$ cat config.mk
export PLATFORM = sky130hd
export DESIGN_NAME = pm_smi_rst_ctrl
export DESIGN_NICKNAME = d
export VERILOG_FILES = /design/src/rtl/pm_smi_rst_ctrl.sv
export SDC_FILE = /design/constraint.sdc
export NUM_CORES = 1
export LEC_CHECK = 0
export ABC_CLOCK_PERIOD_IN_PS = 2700
export BUFFER_PORTS_ARGS = -buffer_cell sky130_fd_sc_hd__buf_4
export CAP_MARGIN = 20
export CORE_MARGIN = 4
export CORE_UTILIZATION = 43
export CTS_CLUSTER_DIAMETER = 200
export CTS_CLUSTER_SIZE = 10
export DETAILED_ROUTE_END_ITERATION = 6
export MAX_ROUTING_LAYER = met4
export PLACE_DENSITY_LB_ADDON = 0.08
export SLEW_MARGIN = 15
export SYNTH_ARGS = -nofsm -noshare
export SYNTH_HDL_FRONTEND = slang
export SYNTH_SLANG_ARGS = --single-unit
export TNS_END_PERCENT = 30
$ cat constraint.sdc
create_clock -name clk -period 2.7 [get_ports clk]
set_input_delay 0.405 -clock clk [delete_from_list [all_inputs] [get_ports clk]]
set_output_delay 0.405 -clock clk [all_outputs]
set_load 0.01 [all_outputs]
$ cat src/rtl/pm_smi_rst_ctrl.sv
module pm_smi_rst_ctrl #(
  parameter logic [7:0] ACPI_ON_CODE  = 8'hF0,
  parameter logic [7:0] ACPI_OFF_CODE = 8'hF1,
  parameter int SMIEN_W  = 32,
  parameter int APMC_BIT = 5,
  parameter int PMCON_W  = 16,
  parameter int LOCK_BIT = 4,
  parameter int BASE_W   = 32,
  parameter logic [BASE_W-1:0] BASE_MASK = 32'h0000_FF80
) (
  input  logic                 clk,
  input  logic                 rst_n,
  input  logic                 rstc_wr,
  input  logic [7:0]           rstc_wdata,
  output logic [7:0]           rstc_rdata,
  output logic                 sys_rst_req,
  input  logic                 apm_wr,
  input  logic [7:0]           apm_wdata,
  input  logic                 smien_wr,
  input  logic [SMIEN_W-1:0]   smien_wdata,
  output logic [SMIEN_W-1:0]   smien_rdata,
  input  logic                 pmcon_wr,
  input  logic [PMCON_W-1:0]   pmcon_wdata,
  output logic [PMCON_W-1:0]   pmcon_rdata,
  input  logic [BASE_W/8-1:0]  pmbase_be,
  input  logic [BASE_W-1:0]    pmbase_wdata,
  output logic [BASE_W-1:0]    pmbase,
  output logic                 smi_pulse,
  output logic                 sci_en,
  output logic                 acpi_on_stb,
  output logic                 acpi_off_stb
);
  localparam int NBYTES = BASE_W / 8;
  localparam int GO_BIT = 2;
  localparam logic [7:0] KEEP = 8'h0A;
  localparam logic [PMCON_W-1:0] LOCK_ONE = PMCON_W'(1) << LOCK_BIT;

  logic [7:0]         rstc_q;
  logic [SMIEN_W-1:0] smien_q;
  logic [PMCON_W-1:0] pmcon_q;
  logic [BASE_W-1:0]  base_q;
  logic rst_req_q, smi_q, sci_q, on_q, off_q;

  wire locked  = pmcon_q[LOCK_BIT];
  wire cmd_on  = apm_wr && (apm_wdata == ACPI_ON_CODE);
  wire cmd_off = apm_wr && (apm_wdata == ACPI_OFF_CODE);
  wire cmd_smi = apm_wr && !cmd_on && !cmd_off && smien_q[APMC_BIT];

  always_ff @(posedge clk or negedge rst_n) begin
    if (!rst_n) begin
      rstc_q    <= '0;
      rst_req_q <= 1'b0;
      smien_q   <= '0;
      pmcon_q   <= '0;
      smi_q     <= 1'b0;
      sci_q     <= 1'b0;
      on_q      <= 1'b0;
      off_q     <= 1'b0;
    end else begin
      rst_req_q <= rstc_wr && rstc_wdata[GO_BIT];
      if (rstc_wr && !rstc_wdata[GO_BIT])
        rstc_q <= rstc_wdata & KEEP;
      on_q  <= cmd_on;
      off_q <= cmd_off;
      smi_q <= cmd_smi;
      if (cmd_on)
        sci_q <= 1'b1;
      else if (cmd_off)
        sci_q <= 1'b0;
      if (smien_wr)
        smien_q <= locked ? {smien_wdata[SMIEN_W-1:1], smien_q[0]} : smien_wdata;
      if (pmcon_wr)
        pmcon_q <= locked ? (pmcon_wdata | LOCK_ONE) : pmcon_wdata;
    end
  end

  for (genvar b = 0; b < NBYTES; b++) begin : g_base_byte
    always_ff @(posedge clk or negedge rst_n) begin
      if (!rst_n)
        base_q[8*b +: 8] <= '0;
      else if (pmbase_be[b])
        base_q[8*b +: 8] <= pmbase_wdata[8*b +: 8];
    end
  end

  assign rstc_rdata   = rstc_q;
  assign sys_rst_req  = rst_req_q;
  assign smien_rdata  = smien_q;
  assign pmcon_rdata  = pmcon_q;
  assign pmbase       = base_q & BASE_MASK;
  assign smi_pulse    = smi_q;
  assign sci_en       = sci_q;
  assign acpi_on_stb  = on_q;
  assign acpi_off_stb = off_q;


  reset_go_chk: assert property (@(posedge clk) disable iff (!rst_n)
    (rstc_wr && rstc_wdata[GO_BIT]) |=> (sys_rst_req && $stable(rstc_rdata)));


  reset_keep_chk: assert property (@(posedge clk) disable iff (!rst_n)
    (rstc_wr && !rstc_wdata[GO_BIT]) |=> (rstc_rdata == ($past(rstc_wdata) & 8'h0A)));


  acpi_on_chk: assert property (@(posedge clk) disable iff (!rst_n)
    (apm_wr && apm_wdata == ACPI_ON_CODE) |=> (sci_en && acpi_on_stb && !smi_pulse));


  acpi_off_chk: assert property (@(posedge clk) disable iff (!rst_n)
    (apm_wr && apm_wdata == ACPI_OFF_CODE) |=> (!sci_en && acpi_off_stb && !smi_pulse));


  lock_hold_chk: assert property (@(posedge clk) disable iff (!rst_n)
    pmcon_rdata[LOCK_BIT] |=> (pmcon_rdata[LOCK_BIT] && $stable(smien_rdata[0])));


  smi_cause_chk: assert property (@(posedge clk) disable iff (!rst_n)
    smi_pulse |-> $past(apm_wr));
endmodule

==> impl_metrics.yaml <==
run_status:
  status: "complete, no violations"
cells_and_area:
  instances_no_fill: 395
  layout.nets: 421
  postLayoutCoreUtil: 0.638
  num_antenna_cells: 0
  stdcell_area_mm2: 0.00378
  syn2layout_area_growth_pct: 44.2
  drive_gt1_frac: 0.669
  num-fill-cells: 489
sta:
  slew_headroom: 0.468
  fmax_ghz: 0.784
  rsz0062_at_grt: "false"
  finalHoldViolCount: 0
  period_minus_slack_ns: 1.28
  worst_pin_slew_ns: 0.798
  finalHoldWorstSlack_ns: 0.176
  fin_setup_tns_ns: 0
  post-route-period-util: 0.473
  fin_skew_ns: 0.00634
  final-setup-viol-count: 0
  setup_slack_ns: 1.42
  drv_slew: 0
yosys:
  synth_cells: 172
  synth_top_area_share: 0.612
  synthTopCellsByArea: "dfrtp_1 61%, mux2_2 25%, buf_4 9.2%"
  syn-cell-area_mm2: 0.00262
  ys_seq_area_frac: 0.612
  yosysTopAreaCell: "dfrtp_1"
  synth_flop_cell: "dfrtp_1"
  netlist_top_cells_count: "64 x dfrtp_1, 58 x mux2_2, 32 x buf_4"
  synth_most_common_cell: "dfrtp_1"
  synth_edf_count: 0
  syn_avg_cell_area_um2: 15.2
  post_synth_num_cell_types: 18
  async_reset_ff_frac: 1.00
  ys_warn_count: 0
  synth-seq-cells: 64
floorplanning:
  start_util: 0.442
  die_x_um: 86.0
  die-area_mm2: 0.00740
  rows: 28
  core_mm2: 0.00592
  die_y_um: 86.0
  pin_count: 199
clock_network:
  htree_levels: 3
  cts.repair.resized: 0
  numCtsBuffers: 9
  hold_buffers: 0
  postCtsSetupBuffers: 0
  cts.reportedPaths.clkPinSlew_ns: 0.07
  clockRootBuffer: "clkbuf_8"
  clk_latency_ns: 0.32
  cts_tree: "yes"
  clock-sinks: 64
  clk_path_buf_depth: 2
power_and_ir_drop:
  leakagePower_nw: 1.89
  power.total_mw: 2.28
  p_comb_frac: 0.192
  switching_share: 0.246
  ir_worst_vdd_uv: 386
  pwr-share-clk: 0.325
  p_switching_uw: 559
  p_per_area_mw_per_mm2: 603
  seqPwrFrac: 0.482
  p_int_mw: 1.72
setup_path:
  cp_max_fo: 3
  crit_path_start_kind: "flop"
  worst-path-buf-inv: 1
  regToRegStartpoint: "pmcon_rdata[4]"
  cp-end-kind: "output pin"
  reg2reg_depth: 2
  crit_path_top_delay_cell: "dfrtp_1"
  crit_type: "reg -> out"
  crit_required_ns: 2.30
  r2r-end: "smien_rdata[0]"
  crit_family: "flip-flops"
  slowest_delay_ns: 0.40
  worstPathCellList: "buf_4"
  crit_arrival_ns: 0.87
  reg2reg_slack_ns: 1.74
placed_design:
  dp.cells: 379
  placed_area_mm2: 0.00359
  gp_congestion: 0.686
  dp_slack_ns: 1.25
  post-dp-hpwl_um: 4290
  port_buffers: 139
global_route:
  antenna_found_initial: 0
  grt.total_usage: 0.158
  grt_first_pass_wirelength_um: 8650
  grt_max_degree: 65
  overflow: 0
  grt_pass1_vias: 1830
routing:
  viasPerCell: 4.42
  final_antenna_net_count: 0
  routedWlPerCell_um: 14.2
  wirelength_um: 5630
  drt_iter0_markers: 36
  first_pass_iters: 2
  route.detailed.drc: 0
  num_vias: 1747
min_path:
  hold_path_class: "in -> async"
flow_run:
  maxCapViolations: 0
## routing by layer
layer	share of wire	wire length (um)	vias to the layer above	global-route usage
met5	0	0	-	-
met4	0.015	85	0	0.0691
met3	0.12	662	9	0.0682
met2	0.48	2720	92	0.245
met1	0.38	2160	829	0.176
li1	-	-	817	-
## placed cells by master (no fill, tap or decap)
cell,synthesis,routed
buf_4,32,139
nor3_1,1,1
conb_1,1,29
clkinv_2,0,3
and3_2,1,1
dfrtp_1,64,64
inv_1,1,1
and2_1,1,1
nand2_1,2,2
mux2i_1,1,1
a21oi_1,1,1
mux2_2,58,58
a21o_1,1,1
and4_1,1,1
nor4b_2,1,1
nor2b_1,2,2
nor2_1,1,1
clkbuf_8,0,12
clkbuf_1,0,1
## registers in the layout, indices dropped and copies added (netlist names)
signal,flops
sys_rst_req,1
acpi_on_stb,1
sci_en,1
smi_pulse,1
rstc_rdata,2
pmbase,9
pmcon_rdata,16
smien_rdata,32
acpi_off_stb,1
## how the worst max path moves through the flow
| stage | depth (start not counted) | startpoint | endpoint |
|---|---|---|---|
| floorplan | 3 | pmcon_wr | pmcon_rdata[10] |
| global placement | 3 | smien_wr | smien_rdata[0] |
| detailed placement | 3 | smien_wr | smien_rdata[0] |
| CTS | 1 | smien_rdata[5] | smien_rdata[5] |
| global route | 1 | smien_rdata[5] | smien_rdata[5] |
| finish | 1 | smien_rdata[5] | smien_rdata[5] |
## power by group through the flow
stage / registers (mW) / logic, mW / clock network (mW)
after global routing: 1.11 / 0.476 / 0.822
after detailed placement: 1.12 / 0.445 / 0
after global placement: 1.11 / 0.440 / 0
after CTS: 1.10 / 0.445 / 0.771
after floorplan: 1.16 / 0.163 / 0
final: 1.10 / 0.438 / 0.741
## kinds of logic (layout without fill, tap and decap cells)
kind of cell / Yosys count / after routing / synth area share
simple gates: 10 / 10 / 0.0253
other cells: 1 / 29 / 0.00143
mux: 59 / 59 / 0.253
flops: 64 / 64 / 0.612
compound gates: 2 / 2 / 0.00478
buf+inv: 36 / 156 / 0.104
## final cells by class
class / count / area, um2 / area share
Sequential cell: 64 / 1600 / 0.424
Timing Repair Buffer: 139 / 1040 / 0.276
Multi-Input combinational cell: 100 / 851 / 0.225
Clock buffer: 13 / 169 / 0.0447
Tap cell: 75 / 93.8 / 0.0248
Clock inverter: 3 / 15.0 / 0.00397
Inverter: 1 / 3.75 / 0.000994
(Power assumes the default switching activity.)
